## src/rtl/rr_pkg.sv

```systemverilog
package rr_pkg;
    localparam int PTR_W     = 8;
    localparam int REG_AW    = 3;
    localparam int REG_DW    = 16;
    localparam int CNT_W     = PTR_W + 1;
    localparam int WCLR_BIT  = 15;

    typedef enum logic [REG_AW-1:0] {
        RA_CTRL   = 3'd0,
        RA_SIZE   = 3'd1,
        RA_WPTR   = 3'd2,
        RA_THRESH = 3'd3,
        RA_STATUS = 3'd4
    } reg_addr_e;

    typedef struct packed {
        logic [31:0] ext;
        logic [31:0] word;
    } entry_t;

    function automatic logic [CNT_W-1:0] ring_entries(input logic [1:0] sel);
        case (sel)
            2'd0:    return CNT_W'(2);
            2'd1:    return CNT_W'(16);
            default: return CNT_W'(256);
        endcase
    endfunction

    function automatic logic [1:0] largest_sel(input logic [2:0] cap);
        if (cap[2])      return 2'd2;
        else if (cap[1]) return 2'd1;
        else             return 2'd0;
    endfunction
endpackage

```

## src/rtl/rr_cfg.sv

```systemverilog
module rr_cfg
    import rr_pkg::*;
#(
    parameter logic [2:0] CAP = 3'b111
) (
    input  logic              clk,
    input  logic              rst,
    input  logic              we,
    input  logic [REG_AW-1:0] addr,
    input  logic [REG_DW-1:0] wdata,
    output logic              run,
    output logic              ien,
    output logic [1:0]        sel,
    output logic [REG_DW-1:0] thresh
);
    logic sel_ok;
    assign sel_ok = (wdata[1:0] != 2'd3) && CAP[wdata[1:0]];

    always_ff @(posedge clk) begin
        if (rst) begin
            run    <= 1'b0;
            ien    <= 1'b0;
            sel    <= largest_sel(CAP);
            thresh <= '0;
        end else if (we) begin
            case (addr)
                RA_CTRL:   begin run <= wdata[0]; ien <= wdata[1]; end
                RA_SIZE:   if (sel_ok) sel <= wdata[1:0];
                RA_THRESH: thresh <= wdata;
                default:   ;
            endcase
        end
    end
endmodule

```

## src/rtl/rr_ptr.sv

```systemverilog
module rr_ptr
    import rr_pkg::*;
(
    input  logic             clk,
    input  logic             rst,
    input  logic             store,
    input  logic             clr,
    input  logic [1:0]       sel,
    output logic [PTR_W-1:0] wp_q,
    output logic [PTR_W-1:0] wp_next,
    output logic [PTR_W-1:0] mask
);
    logic [CNT_W-1:0] n_ent;
    assign n_ent   = ring_entries(sel) - CNT_W'(1);
    assign mask    = n_ent[PTR_W-1:0];
    assign wp_next = (wp_q + PTR_W'(1)) & mask;

    always_ff @(posedge clk) begin
        if (rst || clr) wp_q <= '0;
        else if (store) wp_q <= wp_next;
    end
endmodule

```

## src/rtl/rr_irq.sv

```systemverilog
module rr_irq
    import rr_pkg::*;
(
    input  logic              clk,
    input  logic              rst,
    input  logic              store,
    input  logic [REG_DW-1:0] thresh,
    input  logic [CNT_W-1:0]  entries,
    input  logic              flag_clr,
    input  logic              ovr_clr,
    input  logic              wp_clr,
    output logic              flag,
    output logic              ovr
);
    logic [REG_DW-1:0] cnt;
    logic [REG_DW-1:0] cnt_inc;
    logic [CNT_W-1:0]  pend;
    logic              hit;

    assign cnt_inc = cnt + REG_DW'(1);
    assign hit     = store && (thresh != '0) && (cnt_inc >= thresh);

    always_ff @(posedge clk) begin
        if (rst || wp_clr)  cnt <= '0;
        else if (hit)       cnt <= '0;
        else if (store)     cnt <= cnt_inc;
    end

    always_ff @(posedge clk) begin
        if (rst)                 flag <= 1'b0;
        else if (hit)            flag <= 1'b1;
        else if (flag_clr)       flag <= 1'b0;
    end

    always_ff @(posedge clk) begin
        if (rst || wp_clr || flag_clr) pend <= '0;
        else if (store && pend < entries) pend <= pend + CNT_W'(1);
    end

    always_ff @(posedge clk) begin
        if (rst)                              ovr <= 1'b0;
        else if (store && pend >= entries && !flag_clr && !wp_clr) ovr <= 1'b1;
        else if (ovr_clr)                     ovr <= 1'b0;
    end
endmodule

```

## src/rtl/resp_ring_writer.sv

```systemverilog
module resp_ring_writer
    import rr_pkg::*;
#(
    parameter logic [2:0] CAP = 3'b111
) (
    input  logic              clk,
    input  logic              rst,
    input  logic              reg_we,
    input  logic [REG_AW-1:0] reg_addr,
    input  logic [REG_DW-1:0] reg_wdata,
    output logic [REG_DW-1:0] reg_rdata,
    input  logic              rsp_valid,
    output logic              rsp_ready,
    input  logic [31:0]       rsp_word,
    input  logic [31:0]       rsp_ext,
    output logic              mem_we,
    output logic [PTR_W-1:0]  mem_addr,
    output logic [63:0]       mem_wdata,
    output logic              irq
);
    logic              run, irq_en, irq_flag, ovr, store;
    logic              wp_clr, flag_clr, ovr_clr;
    logic [1:0]        sel;
    logic [REG_DW-1:0] thresh;
    logic [PTR_W-1:0]  wp_q, wp_next, ring_mask;
    entry_t            ent;

    assign wp_clr   = reg_we && (reg_addr == RA_WPTR)   && reg_wdata[WCLR_BIT];
    assign flag_clr = reg_we && (reg_addr == RA_STATUS) && reg_wdata[0];
    assign ovr_clr  = reg_we && (reg_addr == RA_STATUS) && reg_wdata[1];

    rr_cfg #(.CAP(CAP)) u_cfg (
        .clk(clk), .rst(rst), .we(reg_we), .addr(reg_addr), .wdata(reg_wdata),
        .run(run), .ien(irq_en), .sel(sel), .thresh(thresh)
    );

    assign rsp_ready = run;
    assign store     = rsp_valid && run;

    rr_ptr u_ptr (
        .clk(clk), .rst(rst), .store(store), .clr(wp_clr), .sel(sel),
        .wp_q(wp_q), .wp_next(wp_next), .mask(ring_mask)
    );

    rr_irq u_irq (
        .clk(clk), .rst(rst), .store(store), .thresh(thresh),
        .entries(ring_entries(sel)), .flag_clr(flag_clr), .ovr_clr(ovr_clr),
        .wp_clr(wp_clr), .flag(irq_flag), .ovr(ovr)
    );

    assign ent.word  = rsp_word;
    assign ent.ext   = rsp_ext;
    assign mem_we    = store;
    assign mem_addr  = wp_next;
    assign mem_wdata = ent;
    assign irq       = irq_flag && irq_en;

    always_comb begin
        reg_rdata = '0;
        case (reg_addr)
            RA_CTRL:   reg_rdata = {14'd0, irq_en, run};
            RA_SIZE:   reg_rdata = {9'd0, CAP, 2'd0, sel};
            RA_WPTR:   reg_rdata = {8'd0, wp_q};
            RA_THRESH: reg_rdata = thresh;
            RA_STATUS: reg_rdata = {14'd0, ovr, irq_flag};
            default:   reg_rdata = '0;
        endcase
    end
endmodule

```

## config.mk

```make
export PLATFORM = sky130hd
export DESIGN_NAME = resp_ring_writer
export DESIGN_NICKNAME = d
export VERILOG_FILES = /design/src/rtl/rr_pkg.sv /design/src/rtl/rr_cfg.sv /design/src/rtl/rr_ptr.sv /design/src/rtl/rr_irq.sv /design/src/rtl/resp_ring_writer.sv
export SDC_FILE = /design/constraint.sdc
export NUM_CORES = 1
export LEC_CHECK = 0
export ABC_AREA = 0
export BUFFER_PORTS_ARGS = -buffer_cell sky130_fd_sc_hd__buf_4
export CAP_MARGIN = 15
export CORE_MARGIN = 3
export CORE_UTILIZATION = 48
export CTS_BUF_LIST = sky130_fd_sc_hd__clkbuf_16
export DETAILED_ROUTE_END_ITERATION = 6
export PLACE_DENSITY = 0.82
export SKIP_CTS_REPAIR_TIMING = 1
export SYNTH_ARGS = -nofsm -noshare
export SYNTH_HDL_FRONTEND = slang
export SYNTH_SLANG_ARGS = --single-unit
```

## constraint.sdc

```tcl
create_clock -name clk -period 3.6 [get_ports clk]
set_input_delay 0.36 -clock clk [delete_from_list [all_inputs] [get_ports clk]]
set_output_delay 0.36 -clock clk [all_outputs]
set_load 0.005 [all_outputs]
```

==> summary.txt, run 1 <==
Detailed routing
  – Avg Vias per Cell: 5.64
  – Via total after detailed routing: 3284
  – Starting DRT DRC Count: 206
  – WL per Instance: 15.6 um
  – Drt total wl: 9070 um
  – Pre-antenna DRT Iters: 4
  – Residual antenna-violating net count after detailed routing: 0
  – Post-route DRC violation count: 0

Floorplan
  – Die Height: 95.4 um
  – DIE AREA: 0.00910 sq mm
  – Count of boundary I/O pins: 178
  – Die span in x: 95.4 um
  – Area of the core: 0.00749 sq mm
  – Initial standard-cell utilization of the core: 51.3%
  – Num rows: 31

Logic synthesis
  – Cell taking the most area after synthesis: dfxtp_1
  – Adder and majority gate portion of the synthesized area: 7.50%
  – Post-synth net total: 615
  – Number of flops mapped to enable cells by yosys: 0
  – Main combinational cell family by area after synthesis: simple AND/OR/NAND/NOR gates
  – Netlist cell types: 41
  – Ranking of synthesized cells by area: dfxtp_1, buf_4, ha_1, nand2_1, xnor2_1
  – Netlist area before placement: 0.00384 sq mm
  – Post-synthesis compound-gate area fraction: 9.65%
  – Dominant synthesized flop cell: dfxtp_1
  – Yosys warnings: 0
  – Number of instances in the synthesized netlist: 505
  – Share of synthesized area occupied by flip-flops and latches: 28.7%
  – Synthesis-stage register bit count: 55
  – Simple logic cell fraction of the synthesized area: 24.9%
  – Top-area cell type share of the netlist area: 28.7%
  – Proportion of synthesized flip-flops having asynchronous set or reset: 0%
  – Share of synthesized area spent on multiplexers: 2.93%
  – Average size of a mapped cell: 7.60 sq um
  – Synth Area in XOR/XNOR: 8.90%

STA
  – Final critical delay including setup and external delays: 3000 ps
  – Worst path setup slack after routing: 598 ps
  – Final Cycle Share: 83.4%
  – Worst Max-Slew Pin Slew: 633 ps
  – Post-route worst hold slack: 303 ps
  – Final setup violation count: 0
  – Endpoints failing hold: 0
  – Worst clock skew on the final layout: 7.61 ps
  – Max-slew violation count: 0
  – Peak Freq: 333 MHz
  – Setup_tns: 0 ps
  – Slew headroom: 56.7%
  – RSZ-0062 raised after global routing: no

Global route
  – Largest net degree at the start of global routing: 26
  – Number of antenna violations at the first check in global routing: 0
  – Global-route wire length before repair: 14900 um
  – Total Routing Usage GR: 20.5%
  – Total congestion overflow: 0
  – Vias in the first global route: 3142

Worst setup path
  – Worst path required time: 3790 ps
  – Worst EP arrival: 3190 ps
  – Kind of launch point of the worst setup path: flip-flop
  – Kind of end point of the critical path: flip-flop
  – Slack of the worst reg-to-reg path: 600 ps
  – Crit Path Max Fanout: 10
  – Kind of critical path: reg -> reg

Clock tree
  – TritonCTS clock tree: built
  – TritonCTS Sinks: 55
  – Total clock buffers created by CTS: 5
  – CTS HTree Levels: 2
  – Clock-pin slew of the registers on the worst-case setup and hold paths: 80 ps
  – Clock tree root driver cell: clkbuf_16
  – CTS max path bufs: 2
  – Skew-Pair Late Insertion Delay: 300 ps

Power
  – Static power due to leakage: 1.52 nW
  – Power per cell area: 306 mW/mm^2
  – Total power: 1.21 mW
  – Maximum resistive drop on vdd: 0.181 mV

Layout
  – Non-filler instance count after layout: 582
  – Share of cells above drive strength 1: 14.1%
  – Post-route core utilization: 52.8%
  – Area delta synth->final: 2.93%
  – Total inserted antenna cells: 0
  – Post-route cell area: 0.00395 sq mm
  – Total Nets Final: 592

Place
  – Last weighted congestion value of the routability-driven placer: 0.904
  – Total placed cells including tap cells: 574
  – Port Buf Inserts: 49
  – Pre-CTS setup slack: 665 ps
  – DP Area: 0.00380 sq mm
  – HPWL after detailed placement: 6890 um

Job
  – # Max-Cap Violations: 0

Status
  – Result of the run: finished clean

Min path
  – Min-delay worst type: in -> reg
power by group:
| group | switching [mW] | total [mW] | leakage (nW) | internal [mW] |
|---|---|---|---|---|
| Sequential | 0.00583 | 0.619 | 0.444 | 0.613 |
| Clock | 0.234 | 0.496 | 0.0717 | 0.262 |
| Combinational | 0.0549 | 0.0943 | 1.01 | 0.0393 |
layout make-up:
cell class | count | area, sq um
Fill cell | 699 | 3540
Inverter | 27 | 101
Clock buffer | 5 | 125
Tap cell | 99 | 124
Multi-Input combinational cell | 339 | 2070
Timing Repair Buffer | 54 | 405
Sequential cell | 55 | 1100
Clock inverter | 3 | 23.8
worst max-delay path: stages (launching register included):
cell     delay, ps
dfxtp_1        420
and3_1         200
nand3_2        190
or3_1          460
nor2_1         150
xor2_1         180
ha_1           280
nand4_1        150
nor3_1          70
nor4_1         230
a31oi_1        140
buf_4          190
a22o_1         220
kinds of logic after synthesis:
group           after synthesis
compound gates               64
flops                        55
xor+xnor                     39
fa+ha+maj                    23
mux                          10
simple gates                203
buf+inv                     111
cell usage in the layout, fill, tap and decap left out, types with 15 or more instances in the layout:
master and n:
o21ai_0 15, nand2_1 73, xnor2_1 26, buf_4 54, inv_1 26, dfxtp_1 55, ha_1 23, nor3_1 34
nand3_1 17, a21oi_1 36, nor2_1 38
final timing paths:
path / depth (start not counted) / from / to
max: 12 / u_irq.cnt[0] / u_irq.flag
max reg2reg: 12 / u_irq.cnt[0] / u_irq.flag
min: 3 / reg_wdata[11] / u_cfg.thresh[11]
min reg2reg: 2 / u_irq.ovr / u_irq.ovr
flip-flops by register name (all words and copies together) (netlist names):
signal        flops
u_ptr.wp_q        8
u_cfg.run         1
u_irq.ovr         1
u_cfg.ien         1
u_cfg.sel         2
u_irq.flag        1
u_cfg.thresh     16
u_irq.cnt        16
u_irq.pend        9
per-layer routing:
layer | track usage (%) | wire length, um | up-vias
li1 | - | - | 1593
met4 | 9.72 | 351 | 0
met2 | 33.6 | 4110 | 146
met1 | 25.1 | 3860 | 1494
met3 | 5.13 | 739 | 51
met5 | 0 | 0 | -
cell usage after synthesis (9+ instances only):
cell and count:
a21oi_1 36, buf_4 65, clkbuf_1 13, dfxtp_1 55
ha_1 23, inv_1 26, mux2i_1 9, nand2_1 73
nand3_1 17, nor2_1 38, nor3_1 34, nor4_1 9
o21ai_0 15, xnor2_1 26, xor2_1 13
Note: power is estimated with default switching activity, not from simulation.
==> run 2: changes to the inputs <==
ABC_AREA = 1   (was 0)
CORE_UTILIZATION = 43   (was 48)
PLACE_DENSITY = 0.77   (was 0.82)
clock period = 2.6 ns   (was 3.6 ns; I/O delays follow)
==> summary.txt, run 2 <==
Global route
  – Vias in the first global route: 3345 (+6.5%)
  – Global-route wire length before repair: 15400 um (+3.5%)
  – Total Routing Usage GR: 18.2% (-2.3 points)
  – Total congestion overflow: 0 (unchanged)
  – Number of antenna violations at the first check in global routing: 0 (unchanged)
  – Largest net degree at the start of global routing: 33 (+27%)

Layout
  – Area delta synth->final: 5.06%
  – Non-filler instance count after layout: 670 (+15%)
  – Most common library cell in the layout ignoring fill and taps: nand2_1
  – Share of cells above drive strength 1: 15.8% (+1.8 points)
  – Highest-count cells in the layout ignoring fill and taps: nand2_1, inv_1, nor2_1
  – Post-route core utilization: 47.2% (-5.5 points)
  – Total inserted antenna cells: 0 (unchanged)
  – Top flop regs: u_cfg.thresh: 16 flops, u_irq.cnt: 16 flops, u_irq.pend: 9 flops
  – Total Nets Final: 671 (+13%)
  – Post-route cell area: 0.00418 sq mm (+5.8%)

Worst setup path
  – Worst path required time: 2780 ps (-1010 ps)
  – Worst EP arrival: 2560 ps (-630 ps)
  – Kind of critical path: reg -> reg
  – Crit Path Max Fanout: 8 (-2)
  – Kind of end point of the critical path: flip-flop
  – Kind of launch point of the worst setup path: flip-flop

STA
  – Final Cycle Share: 91.8% (+8.4 points)
  – Worst Max-Slew Pin Slew: 466 ps (-167 ps)
  – Worst clock skew on the final layout: 12.5 ps (+4.89 ps)
  – Final critical delay including setup and external delays: 2390 ps (-616 ps)
  – Final setup violation count: 0 (unchanged)
  – RSZ-0062 raised after global routing: no
  – Post-route worst hold slack: 207 ps (-95.9 ps)
  – Setup_tns: 0 ps (unchanged)
  – Endpoints failing hold: 0 (unchanged)
  – Max-slew violation count: 0 (unchanged)
  – Slew headroom: 68.9% (+12 points)
  – Peak Freq: 419 MHz (+26%)

Floorplan
  – Die Height: 102 um (+7.1%)
  – Die span in x: 102 um (+7.1%)
  – Area of the core: 0.00885 sq mm (+18%)
  – Num rows: 34 (+9.7%)
  – Initial standard-cell utilization of the core: 45.0% (-6.3 points)
  – Count of boundary I/O pins: 178 (unchanged)
  – DIE AREA: 0.0104 sq mm (+15%)

Clock tree
  – CTS max path bufs: 2 (unchanged)
  – Clock-pin slew of the registers on the worst-case setup and hold paths: 80 ps (about the same)
  – TritonCTS Sinks: 55 (unchanged)
  – Skew-Pair Late Insertion Delay: 300 ps (about the same)
  – Clock tree root driver cell: clkbuf_16
  – Total clock buffers created by CTS: 5 (unchanged)
  – CTS HTree Levels: 2 (unchanged)
  – TritonCTS clock tree: built

Logic synthesis
  – Netlist cell types: 34 (-17%)
  – Proportion of synthesized flip-flops having asynchronous set or reset: 0% (unchanged)
  – Number of flops mapped to enable cells by yosys: 0 (unchanged)
  – Ranking of synthesized cells by area: dfxtp_1, buf_4, nand2_1, inv_1, ha_1
  – Top-area cell type share of the netlist area: 27.7% (-1.0 points)
  – Netlist area before placement: 0.00398 sq mm (+3.7%)
  – Cell taking the most area after synthesis: dfxtp_1
  – Share of synthesized area occupied by flip-flops and latches: 27.7% (-1.0 points)
  – Average size of a mapped cell: 6.91 sq um (-9.1%)
  – Post-synth net total: 686 (+12%)
  – Synthesis-stage register bit count: 55 (unchanged)
  – Top-count cell post-synth: nand2_1
  – Dominant synthesized flop cell: dfxtp_1
  – Yosys warnings: 0 (unchanged)
  – Number of instances in the synthesized netlist: 576 (+14%)
  – Top cells by instance count after synthesis: nand2_1, inv_1, buf_4

Place
  – HPWL after detailed placement: 7310 um (+6.2%)
  – Total placed cells including tap cells: 661 (+15%)
  – DP Area: 0.00396 sq mm (+4.2%)
  – Port Buf Inserts: 49 (unchanged)
  – Last weighted congestion value of the routability-driven placer: 0.972 (+7.5%)

Min path
  – Min-delay worst type: in -> reg

Power
  – Power per cell area: 470 mW/mm^2 (+54%)
  – Static power due to leakage: 1.88 nW (+23%)
  – Maximum resistive drop on vdd: 0.386 mV (+110%)

Detailed routing
  – Avg Vias per Cell: 5.18 (-8.1%)
  – WL per Instance: 14.1 um (-9.3%)
  – Residual antenna-violating net count after detailed routing: 0 (unchanged)
  – Starting DRT DRC Count: 113 (-45%)
  – Post-route DRC violation count: 0 (unchanged)
  – Pre-antenna DRT Iters: 4 (unchanged)
  – Drt total wl: 9470 um (+4.4%)
  – Via total after detailed routing: 3473 (+5.8%)

Job
  – # Max-Cap Violations: 0 (unchanged)

Status
  – Result of the run: finished clean
-- run 2: cell types whose count changed in the layout (fill, tap and decap cells not counted), sizes merged, moves of 19 or more --
cell   delta
inv      +60
nand2    +19
nor2     +25
nor3     -25
o21ai    +36
xnor2    -25
-- run 2: area by class of cell --
type	count	area, sq um
Fill cell	902	4670
Multi-Input combinational cell	360	2030
Sequential cell	55	1100
Timing Repair Buffer	52	390
Inverter	87	327
Tap cell	108	135
Clock buffer	5	125
Clock inverter	3	67.6
-- run 2: through the flow --
step	setup slack [ps]	power, mW
2_1_floorplan	328	1.11
4_1_cts	72.2	1.98
6_report	214	1.96
3_3_place_gp	201	1.10
5_1_grt	4.77	2.04
3_5_place_dp	93.5	1.11
-- run 2: final timing paths --
| check | cells after the start | slack, ps | endpoint | start |
|---|---|---|---|---|
| max | 16 | 210 | u_irq.cnt[1] | u_irq.cnt[0] |
| min | 2 | 210 | u_irq.flag | rst |
| max reg2reg | 16 | 210 | u_irq.cnt[1] | u_irq.cnt[0] |
| min reg2reg | 2 | 470 | u_cfg.ien | u_cfg.ien |
-- run 2: per-layer routing --
| metal | up-vias | part of all wire, % | track usage, % |
|---|---|---|---|
| li1 | 1764 | - | - |
| met1 | 1579 | 43 | 21.9 |
| met2 | 83 | 48 | 31.3 |
| met3 | 47 | 4.2 | 3.41 |
| met4 | 0 | 4.6 | 8.78 |
| met5 | - | 0 | 0 |
-- run 2: critical path: stages, from the launching register on --
cell and delay [ps]:
dfxtp_2 370, ha_1 170, nand2_1 120, nor2_4 130
nand2_2 80, nor2_4 130, xor2_1 190, inv_1 70
ha_1 270, nand2_1 60, o21a_1 180, nand2_1 60
nand2_1 40, nand2_1 70, nand2_2 120, nand2_4 160
nor2_1 50
-- run 2: power breakdown --
part / switching (mW) / internal [mW] / leakage, nW
clock network: 0.319 / 0.552 / 0.0900
logic: 0.133 / 0.0886 / 1.34
registers: 0.0118 / 0.860 / 0.446
total: 0.464 / 1.50 / 1.88
-- run 2: cell families after synthesis --
logic type / Yosys count / share of synthesized area, %
xor+xnor: 15 / 3.49
simple gates: 207 / 23.8
fa+ha+maj: 23 / 7.24
mux: 2 / 0.503
flops: 55 / 27.7
buf+inv: 162 / 21.9
compound gates: 112 / 15.4
